--- config.mk ---
export PLATFORM = sky130hd
export DESIGN_NAME = ramtap_line
export DESIGN_NICKNAME = d
export VERILOG_FILES = /design/src/rtl/ramtap_pkg.sv /design/src/rtl/ramtap_ptr.sv /design/src/rtl/ramtap_store.sv /design/src/rtl/ramtap_line.sv
export SDC_FILE = /design/constraint.sdc
export NUM_CORES = 1
export LEC_CHECK = 0
export BUFFER_PORTS_ARGS = -buffer_cell sky130_fd_sc_hd__buf_2
export CAP_MARGIN = 20
export CORE_MARGIN = 2
export CORE_UTILIZATION = 62
export CTS_CLUSTER_DIAMETER = 60
export DETAILED_ROUTE_END_ITERATION = 10
export HOLD_SLACK_MARGIN = 0.15
export MAX_ROUTING_LAYER = met4
export PLACE_DENSITY = 0.79
export SLEW_MARGIN = 20
export SYNTH_ARGS = -nofsm -noshare
export SYNTH_HDL_FRONTEND = slang
export SYNTH_SLANG_ARGS = --single-unit
--- constraint.sdc ---
create_clock -name clk_i -period 5.2 [get_ports clk_i]
set_input_delay 1.04 -clock clk_i [delete_from_list [all_inputs] [get_ports clk_i]]
set_output_delay 1.04 -clock clk_i [all_outputs]
set_load 0.1 [all_outputs]
--- src/rtl/ramtap_pkg.sv ---
package ramtap_pkg;
  localparam int unsigned BLOCK_BITS    = 4608;
  localparam int unsigned WORD_BITS_MAX = 36;

  function automatic int unsigned ptr_width(input int unsigned depth);
    return (depth > 1) ? $clog2(depth) : 1;
  endfunction
endpackage

--- src/rtl/ramtap_ptr.sv ---
module ramtap_ptr #(
  parameter int unsigned DEPTH = 16,
  localparam int unsigned PTR_W = ramtap_pkg::ptr_width(DEPTH)
) (
  input  logic             clk_i,
  input  logic             rst_ni,
  input  logic             adv_i,
  output logic [PTR_W-1:0] ptr_o
);
  localparam logic [PTR_W-1:0] LAST = PTR_W'(DEPTH - 1);

  logic [PTR_W-1:0] ptr_q;

  always_ff @(posedge clk_i or negedge rst_ni) begin
    if (!rst_ni)    ptr_q <= '0;
    else if (adv_i) ptr_q <= (ptr_q == LAST) ? '0 : ptr_q + 1'b1;
  end

  assign ptr_o = ptr_q;


  p_ptr_range_r2: assert property (@(posedge clk_i) disable iff (!rst_ni)
    ptr_q <= LAST);
  p_ptr_step_r2: assert property (@(posedge clk_i) disable iff (!rst_ni)
    adv_i |=> ptr_q == (($past(ptr_q) == LAST) ? '0 : $past(ptr_q) + 1'b1));

  p_ptr_hold_r3: assert property (@(posedge clk_i) disable iff (!rst_ni)
    !adv_i |=> $stable(ptr_q));
endmodule

--- src/rtl/ramtap_store.sv ---
module ramtap_store #(
  parameter int unsigned DEPTH    = 16,
  parameter int unsigned DATA_W   = 8,
  parameter int unsigned NUM_TAPS = 4,
  localparam int unsigned PTR_W  = ramtap_pkg::ptr_width(DEPTH),
  localparam int unsigned WORD_W = DATA_W * NUM_TAPS
) (
  input  logic              clk_i,
  input  logic              rst_ni,
  input  logic              we_i,
  input  logic [PTR_W-1:0]  addr_i,
  input  logic [DATA_W-1:0] din_i,
  output logic [WORD_W-1:0] rd_q_o
);
  logic [WORD_W-1:0] mem [DEPTH];
  logic [WORD_W-1:0] rd_word;
  logic [WORD_W-1:0] wr_word;
  logic [WORD_W-1:0] rd_q;

  assign rd_word = mem[addr_i];

  // Move every slot up by one, new sample into slot 0
  generate
    if (NUM_TAPS > 1) begin : g_shift
      assign wr_word = {rd_word[WORD_W-DATA_W-1:0], din_i};
    end else begin : g_single
      assign wr_word = din_i;
    end
  endgenerate

  // Read-first storage: old word captured, shifted word written, same edge
  always_ff @(posedge clk_i) begin
    if (we_i) mem[addr_i] <= wr_word;
  end

  always_ff @(posedge clk_i or negedge rst_ni) begin
    if (!rst_ni)   rd_q <= '0;
    else if (we_i) rd_q <= rd_word;
  end

  assign rd_q_o = rd_q;

  // stored word = captured word moved up one slot plus the new sample
  p_new_slot_r5: assert property (@(posedge clk_i) disable iff (!rst_ni)
    we_i |=> mem[$past(addr_i)][DATA_W-1:0] == $past(din_i));
  generate
    if (NUM_TAPS > 1) begin : g_chk
      p_shift_word_r5: assert property (@(posedge clk_i) disable iff (!rst_ni)
        we_i |=> mem[$past(addr_i)][WORD_W-1:DATA_W] == rd_q[WORD_W-DATA_W-1:0]);
    end
  endgenerate
endmodule

--- src/rtl/ramtap_line.sv ---
module ramtap_line #(
  parameter int unsigned DATA_W   = 8,
  parameter int unsigned TAP_GAP  = 16,
  parameter int unsigned NUM_TAPS = 4,
  localparam int unsigned WORD_W = DATA_W * NUM_TAPS,
  localparam int unsigned PTR_W  = ramtap_pkg::ptr_width(TAP_GAP)
) (
  input  logic              clk_i,
  input  logic              rst_ni,
  input  logic              en_i,
  input  logic [DATA_W-1:0] din_i,
  output logic [WORD_W-1:0] taps_o
);
  // configuration limits
  generate
    if (DATA_W * TAP_GAP * NUM_TAPS > ramtap_pkg::BLOCK_BITS) begin : g_bad_bits
      $error("ramtap_line: total storage exceeds block capacity");
    end
    if (WORD_W > ramtap_pkg::WORD_BITS_MAX) begin : g_bad_word
      $error("ramtap_line: word width exceeds widest memory word");
    end
    if (TAP_GAP < 2) begin : g_bad_gap
      $error("ramtap_line: tap spacing must be at least 2");
    end
    if (NUM_TAPS < 1 || DATA_W < 1) begin : g_bad_count
      $error("ramtap_line: need at least one tap of nonzero width");
    end
  endgenerate

  logic [PTR_W-1:0] ptr;

  ramtap_ptr #(.DEPTH(TAP_GAP)) u_ptr (
    .clk_i (clk_i),
    .rst_ni(rst_ni),
    .adv_i (en_i),
    .ptr_o (ptr)
  );

  ramtap_store #(
    .DEPTH   (TAP_GAP),
    .DATA_W  (DATA_W),
    .NUM_TAPS(NUM_TAPS)
  ) u_store (
    .clk_i (clk_i),
    .rst_ni(rst_ni),
    .we_i  (en_i),
    .addr_i(ptr),
    .din_i (din_i),
    .rd_q_o(taps_o)
  );


  p_reset_zero_r1: assert property (@(posedge clk_i)
    !rst_ni |-> taps_o == '0);

  p_taps_hold_r3: assert property (@(posedge clk_i) disable iff (!rst_ni)
    !en_i |=> $stable(taps_o));
endmodule

==> results.py <==
metrics = {
    "run_status": {
        "status": "finished, final reports clean",
    },
    "timing": {
        "tightest_slew_ps": 1052,
        "rsz0062_at_grt": "false",
        "fin_crit_ps": 3274,
        "max_freq_mhz": 305.5,
        "hold_violations": 0,
        "slew_viol_final": 0,
        "finalSetupViolations": 0,
        "fin_setup_tns_ps": 0,
        "skew_ps": 17.51,
        "fin_crit_sh_pct": 62.96,
        "relSlewSlack_pct": 29.63,
    },
    "critical_path": {
        "crit_arrival_ps": 3770,
        "ff2ff_path_depth": 5,
        "rrSetupSlack_ps": 1930,
        "cp-startpoint": "u_ptr.ptr_o[0]$_DFFE_PN0P_",
        "endpoint": "u_store.rd_q_o[11]$_DFFE_PN0P_",
        "r2r-end": "u_store.rd_q_o[11]$_DFFE_PN0P_",
        "path_class": "flip-flop to flip-flop",
        "cp-end-kind": "flip-flop",
        "cp-start-kind": "flip-flop",
        "path_max_fanout": 45,
        "regToRegStartpoint": "u_ptr.ptr_o[0]$_DFFE_PN0P_",
        "cp.required_ps": 5690,
    },
    "final_layout": {
        "drive_above_1_share_pct": 31.81,
        "final_cell_mix": "512 x edfxtp_1, 111 x mux4_2, 61 x nand2_1, 55 x clkbuf_16, 45 x buf_4",
        "final_common_cell": "edfxtp_1",
        "area_delta_synth_final_pct": 13.66,
        "nets": 1084,
        "num_antenna_cells": 0,
        "stdcell_area_um2": 23760,
    },
    "clocking": {
        "cts_hold_repair.buffers": 0,
        "numCtsBuffers": 53,
        "cts_buffer_depth": 3,
        "cts_setup_buffers": 0,
        "ctsResizeCount": 0,
        "cts_htree_levels": 2,
        "clock_tree.root_cell": "clkbuf_16",
        "path_clk_slew_ps": 60,
        "cts_tree": "done",
        "clkSinkCount": 548,
        "clk_latency_ps": 560,
    },
    "synthesis": {
        "synthMuxAreaShare_pct": 14.85,
        "synth-seq-area-share_pct": 77.85,
        "syn_area_per_cell_um2": 21.31,
        "synthCells": 981,
        "synth_compound_area_share_pct": 2.992,
        "synth_top_flop_cell": "edfxtp_1",
        "synth_top_family_by_area": "multiplexers",
        "synth_fa_ha_area_share_pct": 0.2992,
        "syn_area_um2": 20910,
        "async_flop_share_pct": 6.569,
        "ys_ff_latch": 548,
        "ys_types": 45,
        "yosysWarnings": 0,
        "synth_nets": 997,
        "synth-simple-area-share_pct": 2.334,
        "synth_xor_area_share_pct": 0.08378,
        "synth_edf_count": 512,
    },
    "pwr": {
        "cellPowerDensity_nw_per_um2": 677.5,
        "vdd_ir_drop_max_mv": 0.5088,
        "p_leak_uw": 0.007696,
        "power_uw": 16100,
    },
    "route": {
        "vias": 10540,
        "via_per_inst": 6.754,
        "wirelength_um": 46460,
        "drtIter0Drc": 1206,
        "wire_per_inst_um": 29.76,
        "drtPass1Iterations": 5,
        "drt_drc_violations_left": 0,
        "drtAntennaViolNets": 0,
    },
    "min_path": {
        "whs_path_depth": 1,
        "min_path_type": "flip-flop to flip-flop",
    },
    "place": {
        "dpl_cell_area_um2": 21930,
        "hpwl_um": 24500,
        "port_buffers": 42,
        "gp_congestion": 0.7847,
    },
    "floorplan": {
        "start_util_pct": 62.66,
        "rows": 67,
        "dieWidth_um": 187.6,
        "core_um2": 33360,
        "ios": 43,
        "dieHeight_um": 187.6,
        "die-area_um2": 35210,
    },
    "grt": {
        "grt-ovfl-total": 0,
        "antenna_found_initial": 0,
        "grt_pass1_wl_um": 69120,
        "grt_pass1_vias": 10730,
        "grt_usage_pct": 27.74,
        "grt_max_degree": 66,
    },
    "job": {
        "cap_violations": 0,
    },
}
==> metrics by stage <==
stage               utilization, %  setup WS [ps]  hold WS (ps)  std cells
global route                 71.22           1899         507.5       1561
global placement             65.59           1777         481.7       1461
CTS                          71.15           1809         500.5       1561
floorplan                        -          827.5         644.9        981
finish                       71.22           1926         497.1       1561
detailed placement           65.72           1802         486.7       1461
==> kinds of logic (layout without fill, tap and decap cells) <==
kind of cell / count (synthesis) / in the layout
buf+inv: 61 / 193
xor+xnor: 2 / 2
mux: 160 / 160
simple gates: 113 / 113
fa+ha+maj: 5 / 5
compound gates: 92 / 92
flops: 548 / 548
==> cell type report <==
| cell class | count | area [um^2] |
|---|---|---|
| clock buffer | 80 | 1580 |
| clock inverter | 20 | 230.2 |
| fill | 1901 | 9602 |
| inverter | 3 | 11.26 |
| multi-input combinational | 372 | 4484 |
| sequential | 548 | 16290 |
| tap | 448 | 560.5 |
| timing repair buffer | 90 | 608.1 |
==> critical path, cell delays in order (launching register included) <==
cell      delay, ps
dfrtp_4         890
nand2b_1        700
buf_4           290
o22ai_1         130
a31oi_2         870
mux2_4          290
==> cells in the mapped netlist, types with 3 or more instances <==
library cell  count  share of area, %
a32oi_1           3              0.13
nand4_1           4              0.12
clkbuf_1         23              0.41
ha_1              5              0.30
o22ai_1          27              0.81
edfxtp_1        512                74
mux4_2          111                12
mux2i_1          11              0.53
dfrtp_1          36               4.3
a21o_1            3              0.11
mux2_4           18               1.3
nand3_1           7              0.17
mux2_2           20               1.1
a22oi_1           4              0.14
nor2_1           23              0.41
nor3_1            8              0.19
o22a_1            4              0.17
a221oi_1          5              0.21
buf_2            21              0.50
buf_1             3             0.054
nand2_1          61               1.1
o211ai_1          4              0.14
buf_4             7              0.25
a21oi_1           4             0.096
a31oi_1          32              0.96
==> where the power goes <==
group / switching [uW] / total (uW) / leakage (uW) / internal [uW]
Combinational: 3570 / 5260 / 0.00179 / 1700
Clock: 1580 / 3930 / 0.000890 / 2350
Sequential: 464 / 6910 / 0.00502 / 6440
==> metal layers <==
| metal | wire (um) | part of all wire [%] | track usage [%] | vias to the layer above |
|---|---|---|---|---|
| met3 | 4544 | 9.8 | 4.380 | 133 |
| met2 | 22990 | 49 | 43.45 | 703 |
| li1 | - | - | - | 4253 |
| met1 | 17500 | 38 | 38.68 | 5454 |
| met4 | 1421 | 3.1 | 8.298 | 0 |
| met5 | 0 | 0 | - | - |
==> flip-flops by register name, summed over array words and instances (netlist names) <==
signal,count
u_store.rd_q_o,32
u_ptr.ptr_o,4
u_store.mem,512
==> worst min path at each step <==
stage	endpoint	startpoint	slack, ps
CTS	u_store.rd_q_o[27]$_DFFE_PN0P_	u_store.rd_q_o[27]$_DFFE_PN0P_	500
detailed placement	u_store.rd_q_o[27]$_DFFE_PN0P_	u_store.rd_q_o[27]$_DFFE_PN0P_	490
global route	u_store.rd_q_o[27]$_DFFE_PN0P_	u_store.rd_q_o[27]$_DFFE_PN0P_	510
finish	u_store.rd_q_o[27]$_DFFE_PN0P_	u_store.rd_q_o[27]$_DFFE_PN0P_	500
floorplan	u_store.rd_q_o[30]$_DFFE_PN0P_	u_store.mem[7][30]$_DFFE_PP_	640
global placement	u_store.rd_q_o[26]$_DFFE_PN0P_	u_store.rd_q_o[26]$_DFFE_PN0P_	480
No activity file was read; power rests on OpenSTA's default activity.
